`config.mk`:
```
export PLATFORM = sky130hd
export DESIGN_NAME = dual_phase_pwm
export DESIGN_NICKNAME = d
export VERILOG_FILES = /design/src/rtl/dual_phase_pwm.sv
export SDC_FILE = /design/constraint.sdc
export NUM_CORES = 1
export LEC_CHECK = 0
export ABC_AREA = 1
export BUFFER_PORTS_ARGS = -buffer_cell sky130_fd_sc_hd__buf_4
export CAP_MARGIN = 20
export CORE_UTILIZATION = 47
export DETAILED_ROUTE_END_ITERATION = 10
export GPL_ROUTABILITY_DRIVEN = 0
export GPL_TIMING_DRIVEN = 0
export HOLD_SLACK_MARGIN = 0.15
export PLACE_DENSITY = 0.68
export SETUP_SLACK_MARGIN = 0.3
export SYNTH_ARGS = -nofsm -noshare
export SYNTH_HDL_FRONTEND = slang
export SYNTH_SLANG_ARGS = --single-unit
```
`constraint.sdc`:
```
create_clock -name clk -period 3.8 [get_ports clk]
set_clock_uncertainty 0.15 [all_clocks]
set_input_delay 0.38 -clock clk [delete_from_list [all_inputs] [get_ports clk]]
set_output_delay 0.38 -clock clk [all_outputs]
set_load 0.03 [all_outputs]
```
`src/rtl/dual_phase_pwm.sv`:
```
module dual_phase_pwm #(
  parameter int CW    = 16,
  parameter int START = 2
) (
  input  logic          clk,
  input  logic          rst_n,
  input  logic          tick,
  input  logic          en,
  input  logic [CW-1:0] period_i,
  input  logic [CW-1:0] width0_i,
  input  logic [CW-1:0] delay_i,
  input  logic [CW-1:0] width1_i,
  output logic          pwm0_o,
  output logic          pwm1_o,
  output logic          hit0_o,
  output logic          hit1_o
);

  logic [CW-1:0] cnt;
  logic [CW-1:0] cmp   [2];
  logic [CW-1:0] rise  [2];
  logic [CW-1:0] tsv   [2];
  logic [CW-1:0] act_w [2];
  logic [CW-1:0] win   [2];
  logic [CW-1:0] eff_w [2];
  logic [CW-1:0] act_t, eff_t, d_clamp;
  logic [1:0]    falling, match, out, hit;
  logic          upd;

  assign win[0]  = width0_i;
  assign win[1]  = width1_i;
  assign match[0] = tick && (cnt == cmp[0]);
  assign match[1] = tick && (cnt == cmp[1]);
  assign upd      = match[0] && !falling[0];
  assign eff_t    = upd ? period_i : act_t;
  assign eff_w[0] = upd ? width0_i : act_w[0];
  assign eff_w[1] = upd ? width1_i : act_w[1];
  assign d_clamp  = (delay_i > period_i) ? period_i : delay_i;

  assign pwm0_o = out[0];
  assign pwm1_o = out[1];
  assign hit0_o = hit[0];
  assign hit1_o = hit[1];

  always_ff @(posedge clk or negedge rst_n) begin
    if (!rst_n) begin
      cnt     <= '0;
      act_t   <= '0;
      falling <= '0;
      out     <= '0;
      hit     <= '0;
      for (int i = 0; i < 2; i++) begin
        cmp[i]   <= '0;
        rise[i]  <= '0;
        tsv[i]   <= '0;
        act_w[i] <= '0;
      end
    end else if (!en) begin
      cnt     <= '0;
      act_t   <= period_i;
      falling <= '0;
      out     <= '0;
      hit     <= '0;
      cmp[0]  <= CW'(START);
      cmp[1]  <= CW'(START) + d_clamp;
      for (int i = 0; i < 2; i++) begin
        rise[i]  <= '0;
        tsv[i]   <= '0;
        act_w[i] <= win[i];
      end
    end else begin
      hit <= match;
      if (tick) cnt <= cnt + 1'b1;
      if (upd) begin
        act_t    <= period_i;
        act_w[0] <= width0_i;
        act_w[1] <= width1_i;
      end
      for (int i = 0; i < 2; i++) begin
        if (match[i]) begin
          if (!falling[i]) begin
            rise[i] <= cnt;
            tsv[i]  <= eff_t;
            if (eff_w[i] == '0) begin
              out[i] <= 1'b0;
              cmp[i] <= cmp[i] + eff_t;
            end else if (eff_w[i] >= eff_t) begin
              out[i] <= 1'b1;
              cmp[i] <= cmp[i] + eff_t;
            end else begin
              out[i]     <= 1'b1;
              cmp[i]     <= cmp[i] + eff_w[i];
              falling[i] <= 1'b1;
            end
          end else begin
            out[i]     <= 1'b0;
            cmp[i]     <= rise[i] + tsv[i];
            falling[i] <= 1'b0;
          end
        end
      end
    end
  end

endmodule

```
==> run metrics, run 1 <==
Max Slew Vio Count=0; top_reg_cell synth=dfrtp_1; Design Power=about 0.011 W; failing checks=negative setup slack; asr flop ratio synth=1.00; Syn Inst Count=approximately 2000; core area=29700 um^2; Worst EP required=between 3 and 4 ns; Synth Area per Inst=slightly below 7 um^2; Nets=2594; Final ANT Viol Nets=0; post-DP HPWL=40800 um; initial drt markers=between 1500 and 2000; critical path type=input pin to register; Die Span Y=176 um; drt first pass iters=6; post-route setup TNS=-8.83 ns; CTS H-Tree Depth=4; Clock power frac=0.175; Hold Path Depth=3; total I/O pin count=72; Flop pwr share=0.204; drt drc=0; post-synthesis cell type count=49; cell area after synthesis=14200 um^2; fraction of layout cells with a size suffix above 1=0.274; clk_lat worst skew=about 0.46 ns; Fmax=225 MHz; Mapped Nets=2277; Switch Pwr=0.00493 W; Setup crit end kind=register; WL final=about 60000 um; maxcap violations=0; clock period minus final worst setup slack=between 4 and 5 ns; RSZ-0062 raised after global routing=yes; reg2reg path depth=26; Yosys reg bits=166; CP Launch Type=input pin; Power Internal=between 0.005 and 0.006 W; fillcell total=2325; Via density=about 6; number of global-route vias before repair=around 15000; headroom to the max-slew limit=0.383; synth warn=0; initial antenna violation count=2; Hold Crit Class=input pin to register; Num CTS Buffers=17; Period Utilization, post-route=1.17; Root Buffer Master=clkbuf_16; input/output buffers=70; Fin. Hold Viols=0; largest net degree at the start of global routing=just under 90; Least-Margin Pin Slew=between 0.9 and 1 ns; CTS max path bufs=2; GRT overflow=0; outcome=finished, violations left; dpl ws=-1.34 ns; clock sink total=roughly 170; Initial Util=0.478; Crit path arrival time=between 4 and 5 ns; Placement Rows=63; # setup viols final=33; Die W=176 um; final worst setup slack=-0.642 ns; first-pass GRT wire length=between 80000 and 90000 um; maximum VDD drop=slightly below 0.0003 V; P_leak=~9.6 nW; final core utilization=0.661; Pwr per Cell Area=approximately 540 nW/um^2; GRT Overall Usage=0.372; CTS tree=built; Gate power share=0.620; Net Sw Frac=0.466; vias=~17000; Sequential Area=4190 um^2; critical path fanouts, max=10; clock-pin slew on the worst setup and hold paths=about 0.07 ns; Seq/Total Area, Yosys=0.292; Die ar.=30900 um^2; Multi-input gate area=10300 um^2; Post-synth EDFFs=0; Routed wire per std cell=approximately 22 um; Area Growth Syn to Fin=38.2%
synth_stat cells, types with 6 or more instances:
master     count  area, um^2
nor3_1        33         165
nand2_1      523        1960
nand3b_1       6        45.0
dfrtp_1      166        4150
o2111ai_1      7        61.3
a21oi_1      165         826
buf_6          7        78.8
inv_2         19        71.3
xnor2_1       21         184
clkbuf_1      34         128
nand2_2        7        43.8
nor2_1       143         537
or2_2         17         106
o211ai_1      11        82.6
o21ai_1       36         180
o22ai_1       12        75.1
a31oi_1        6        37.5
o21ai_0      201        1010
inv_1        258         968
nand3_1       93         465
fa_1           6         120
xor2_1        46         403
a211oi_1      16         120
ha_1         142        1780
nand4_1       26         163
buf_2          7        35.0
logic make-up after synthesis:
logic type                 Yosys count  share of synthesized area
adders and majority gates          148                      0.133
buffers and inverters              335                     0.0933
xor gates and xnor gates            67                     0.0413
and+or+nand+nor                    868                      0.259
AOI/OAI and AO/OA                  477                      0.181
DFF                                166                      0.292
power groups by stage:
stage	clock network, W	registers, W	logic, W
2_1_floorplan	0	0.00208	0.00307
3_3_place_gp	0	0.00218	0.00413
3_5_place_dp	0	0.00218	0.00422
4_1_cts	0.00185	0.00213	0.00529
5_1_grt	0.00191	0.00217	0.00692
6_report	0.00186	0.00216	0.00656
placed cells by master, fill, tap and decap left out, drive strengths merged, types with 2 or more instances in the layout:
cell,netlist,final
nand3b,6,6
clkinv,5,13
a22oi,2,2
o211ai,11,11
o21bai,5,5
o21ai,239,239
nor4,5,5
a21oi,165,165
bufinv,0,2
buf,19,264
xor2,46,46
nand4,28,28
a31oi,6,6
o31ai,3,3
dlygate4sd3,0,50
o21a,3,3
inv,277,278
ha,142,142
nor2,149,149
nor3b,2,2
nand3,95,95
dfrtp,166,166
or2,17,17
nor3,33,33
nand2,532,532
o221ai,2,2
clkinvlp,0,3
clkbuf,34,55
a211oi,16,16
o22ai,12,12
fa,6,6
xnor2,21,21
a21boi,3,3
o2111ai,7,7
metal layers:
layer  up-vias  track usage  part of all wire
met5         -            0           0.00021
met4         2        0.237             0.080
met3       268       0.0758              0.11
met2      1099        0.570              0.43
met1      7817        0.479              0.38
li1       7468            -                 -
metrics by stage:
stage / hold WS [ns] / cells / area (um^2)
2_1_floorplan: -0.0656 / 2061 / 14300
3_3_place_gp: 0.318 / 2521 / 15300
3_5_place_dp: 0.299 / 2523 / 15300
4_1_cts: 0.161 / 2720 / 18300
5_1_grt: 0.185 / 2781 / 19700
6_report: 0.174 / 2782 / 19700
worst max-delay path, stage by stage:
cell      delay [ns]
buf_4           0.11
inv_1           0.30
ha_1            0.24
nand2_1         0.10
o21ai_1         0.59
nand3_1         0.18
nand2_1         0.11
nand3_1         0.09
nand3_1         0.18
nand2_1         0.13
clkbuf_1        0.23
clkbuf_2        0.30
o21ai_0         0.78
nand3_1         0.15
nor2_1          0.24
nor2_1          0.07
a21oi_1         0.33
a21oi_2         0.09
flip-flops by register name, indices dropped and copies added, names as in the netlist:
signal	flops
act_t	16
act_w	32
cmp	32
cnt	16
falling	2
hit	2
out	2
rise	32
tsv	32
path summary, 6_finish.rpt:
path	startpoint	endpoint	slack [ns]
worst max-delay path	period_i[11]	cmp[13]$_DFFE_PN0P_	-0.64
worst min-delay path	period_i[13]	tsv[29]$_DFFE_PN0P_	0.17
worst max register to register	cmp[17]$_DFFE_PN0P_	cmp[31]$_DFFE_PN0P_	-0.38
worst min register to register	out[1]$_DFFE_PN0P_	out[1]$_DFFE_PN0P_	0.34
max in group asynchronous	rst_n	cmp[28]$_DFFE_PN0P_	2.19
min in group asynchronous	rst_n	cmp[9]$_DFFE_PN0P_	0.38
cell type report:
cell class	count	share of cell area
Antenna cell	1	0.000127
Buffer	53	0.0193
Clock buffer	18	0.0223
Clock inverter	14	0.00815
Inverter	282	0.0579
Multi-Input combinational cell	1560	0.523
Sequential cell	166	0.213
Tap cell	390	0.0248
Timing Repair Buffer	298	0.131
repair_timing:
| action | in CTS | in global routing |
|---|---|---|
| hold endpoints to repair | 134 | 0 |
| pin swaps | 90 | 108 |
| hold buffers | 50 | 0 |
| resized for setup | 262 | 193 |
| buffers inserted | 111 | 59 |
| gates cloned | 4 | 2 |
| setup endpoints to repair | 34 | 39 |
Note: power is estimated with default switching activity, not from simulation.
==> run 2: changes to the inputs <==
PLACE_DENSITY = 0.66   (was 0.68)
SETUP_SLACK_MARGIN = unset   (was 0.3)
clock period = 4.7 ns   (was 3.8 ns; I/O delays follow)
==> run 2 against run 1 <==
  * The flow now finishes without violations
  * Clock power is 15% lower
  * Critical path depth is 3 higher
  * Highest routed layer is now met4
  * Via count is 11% lower
  * Routed wire length is 16% lower
  * Critical endpoint is now cmp[26]$_DFFE_PN0P_
  * Non-clock buffer count is 172 lower
  * Utilization is 10 points lower
  * Count of clock-buffer cells in the layout is 1 higher
  * Total power is 34% lower
  * Register-to-register slack better by 0.45 ns
  * First-iteration DRC count is 33% lower
  * Flip-flop and latch count stayed put
==> run metrics, run 2 (same netlist as run 1, synthesis figures left out) <==
Die ar.=30900 um^2 (unchanged); Hold Crit Class=input pin to register; input/output buffers=70 (unchanged); critical path fanouts, max=10 (unchanged); Setup crit end kind=register; number of global-route vias before repair=13800 (-9.9%); clock period minus final worst setup slack=4.63 ns; clock sink total=166 (unchanged); Top cell by count, worst path=inv_1; Via density=5.69 (-5.0%); Placement Rows=63 (unchanged); GRT Overall Usage=0.335 (-0.0370); Pwr per Cell Area=422 nW/um^2 (-22%); Nets=2422 (-6.6%); fillcell total=2780 (+20%); Final ANT Viol Nets=0 (unchanged); drt drc=0 (unchanged); Max Slew Vio Count=0 (unchanged); fraction of layout cells with a size suffix above 1=0.110 (-0.164); Worst Path Buf+Inv=6 (+2); GRT overflow=0 (unchanged); vias=14800 (-11%); Worst EP required=4.86 ns (+0.88 ns); Worst path max stage delay=0.54 ns (-0.24 ns); critical path type=register to register; CTS tree=built; WL final=51000 um (-16%); CP Launch Type=register; commonest non-fill, non-tap cell in the layout=nand2_1; antenna fix cells=0 (-1); Fmax=216 MHz; commonest non-fill, non-tap cells in the layout=521 x nand2_1, 250 x inv_1, 190 x o21ai_0; CP cell instances=inv_1 -> nand2_1 -> nand2_2 -> nor2_1 -> inv_1 -> nor2_1 -> nand4_4 -> inv_1 -> buf_6 -> nor2_1 -> a21oi_2 -> inv_1 -> ha_1 -> nand4_1 -> nor3_1 -> nand2_4 -> nand2_8 -> buf_6 -> o21ai_1 -> o21ai_1 -> o21ai_1; drt first pass iters=5 (-1); Crit path arrival time=4.79 ns (+0.17 ns); clock-pin slew on the worst setup and hold paths=0.08 ns (about the same); Die W=176 um (unchanged); maximum VDD drop=0.000245 V (-15%); largest net degree at the start of global routing=117 (+33%); Fin. Hold Viols=0 (unchanged); initial drt markers=1317 (-33%); core area=29700 um^2 (unchanged); Least-Margin Pin Slew=0.966 ns (+0.0507 ns); P_leak=8.54 nW (-11%); Max stage delay cell, worst path=dfrtp_1; Root Buffer Master=clkbuf_16; Initial Util=0.478 (unchanged); maxcap violations=0 (unchanged); Die Span Y=176 um (unchanged); outcome=finished, final reports clean; headroom to the max-slew limit=0.353 (-0.0297); Num CTS Buffers=17 (unchanged); # setup viols final=0 (-100%); Period Utilization, post-route=0.985; cell family with most CP delay=simple AND/OR/NAND/NOR gates; first-pass GRT wire length=77900 um (-10%); Area Growth Syn to Fin=16.8%; Routed wire per std cell=19.5 um (-11%); initial antenna violation count=0 (-2); clk_lat worst skew=0.45 ns (about the same); CTS max path bufs=2 (unchanged); post-route setup TNS=0 ns (+8.83 ns); Fin Hold WS=0.163 ns (-0.0102 ns); post-DP HPWL=40800 um (+0.22%); CTS H-Tree Depth=4 (unchanged); total I/O pin count=72 (unchanged)
## run 2: through the flow
stage / area (um^2) / total power [W] / instances / setup slack, ns / utilization
final: 16600 / 0.00701 / 2609 / 0.0682 / 0.559
after global routing: 16600 / 0.00745 / 2609 / -0.0420 / 0.559
after CTS: 16500 / 0.00683 / 2601 / 0.0633 / 0.554
after detailed placement: 15300 / 0.00517 / 2524 / -1.04 / 0.514
after global placement: 15200 / 0.00509 / 2521 / -1.05 / 0.513
after floorplan: 14200 / 0.00414 / 2061 / 0.591 / -
## run 2: area by class of cell
type | count | area, um^2 | area share
sequential | 166 | 4180 | 0.252
timing repair buffer | 127 | 1070 | 0.0647
inverter | 282 | 1070 | 0.0645
buffer | 52 | 275 | 0.0166
multi-input combinational | 1560 | 8870 | 0.534
clock inverter | 13 | 193 | 0.0116
tap | 390 | 488 | 0.0294
clock buffer | 19 | 453 | 0.0273
## run 2: report_power, final
part,internal (W),switching [W]
logic,0.00134,0.00234
registers,0.00157,0.000181
clock network,0.000926,0.000650
total,0.00384,0.00317
## run 2: path summary, 6_finish.rpt
check | from | endpoint | slack (ns) | depth (start not counted)
min in group asynchronous | rst_n | tsv[6]$_DFFE_PN0P_ | 0.39 | 2
max in group asynchronous | rst_n | cmp[30]$_DFFE_PN0P_ | 3.02 | 3
max reg2reg | cmp[18]$_DFFE_PN0P_ | cmp[26]$_DFFE_PN0P_ | 0.07 | 21
max | cmp[18]$_DFFE_PN0P_ | cmp[26]$_DFFE_PN0P_ | 0.07 | 21
min reg2reg | act_t[4]$_DFF_PN0_ | act_t[4]$_DFF_PN0_ | 0.34 | 2
min | width0_i[15] | act_w[31]$_DFFE_PN0P_ | 0.16 | 3
## run 2: timing repair
action                                  CTS  global route
gates cloned                              0             0
hold buffers                             37             0
gates resized for setup                  37            40
hold endpoints to repair                 86             0
setup buffers                             9             8
endpoints found under the setup margin   34            33
pin swaps                                 1             5
## run 2: worst reg2reg max path: stages (launching register included)
cell and delay, ns:
dfrtp_1 0.54, inv_1 0.11, nand2_1 0.09, nand2_2 0.08, nor2_1 0.17, inv_1 0.06
nor2_1 0.18, nand4_4 0.14, inv_1 0.16, buf_6 0.18, nor2_1 0.07, a21oi_2 0.40
inv_1 0.37, ha_1 0.40, nand4_1 0.13, nor3_1 0.32, nand2_4 0.17, nand2_8 0.13
buf_6 0.15, o21ai_1 0.14, o21ai_1 0.26, o21ai_1 0.11
## run 2: per-layer routing
layer | GRT usage | wire length, um | vias up
li1 | - | - | 7106
met1 | 0.453 | 21900 | 6984
met2 | 0.525 | 22400 | 638
met3 | 0.0513 | 4090 | 107
met4 | 0.159 | 2520 | 0
met5 | 0 | 0 | -
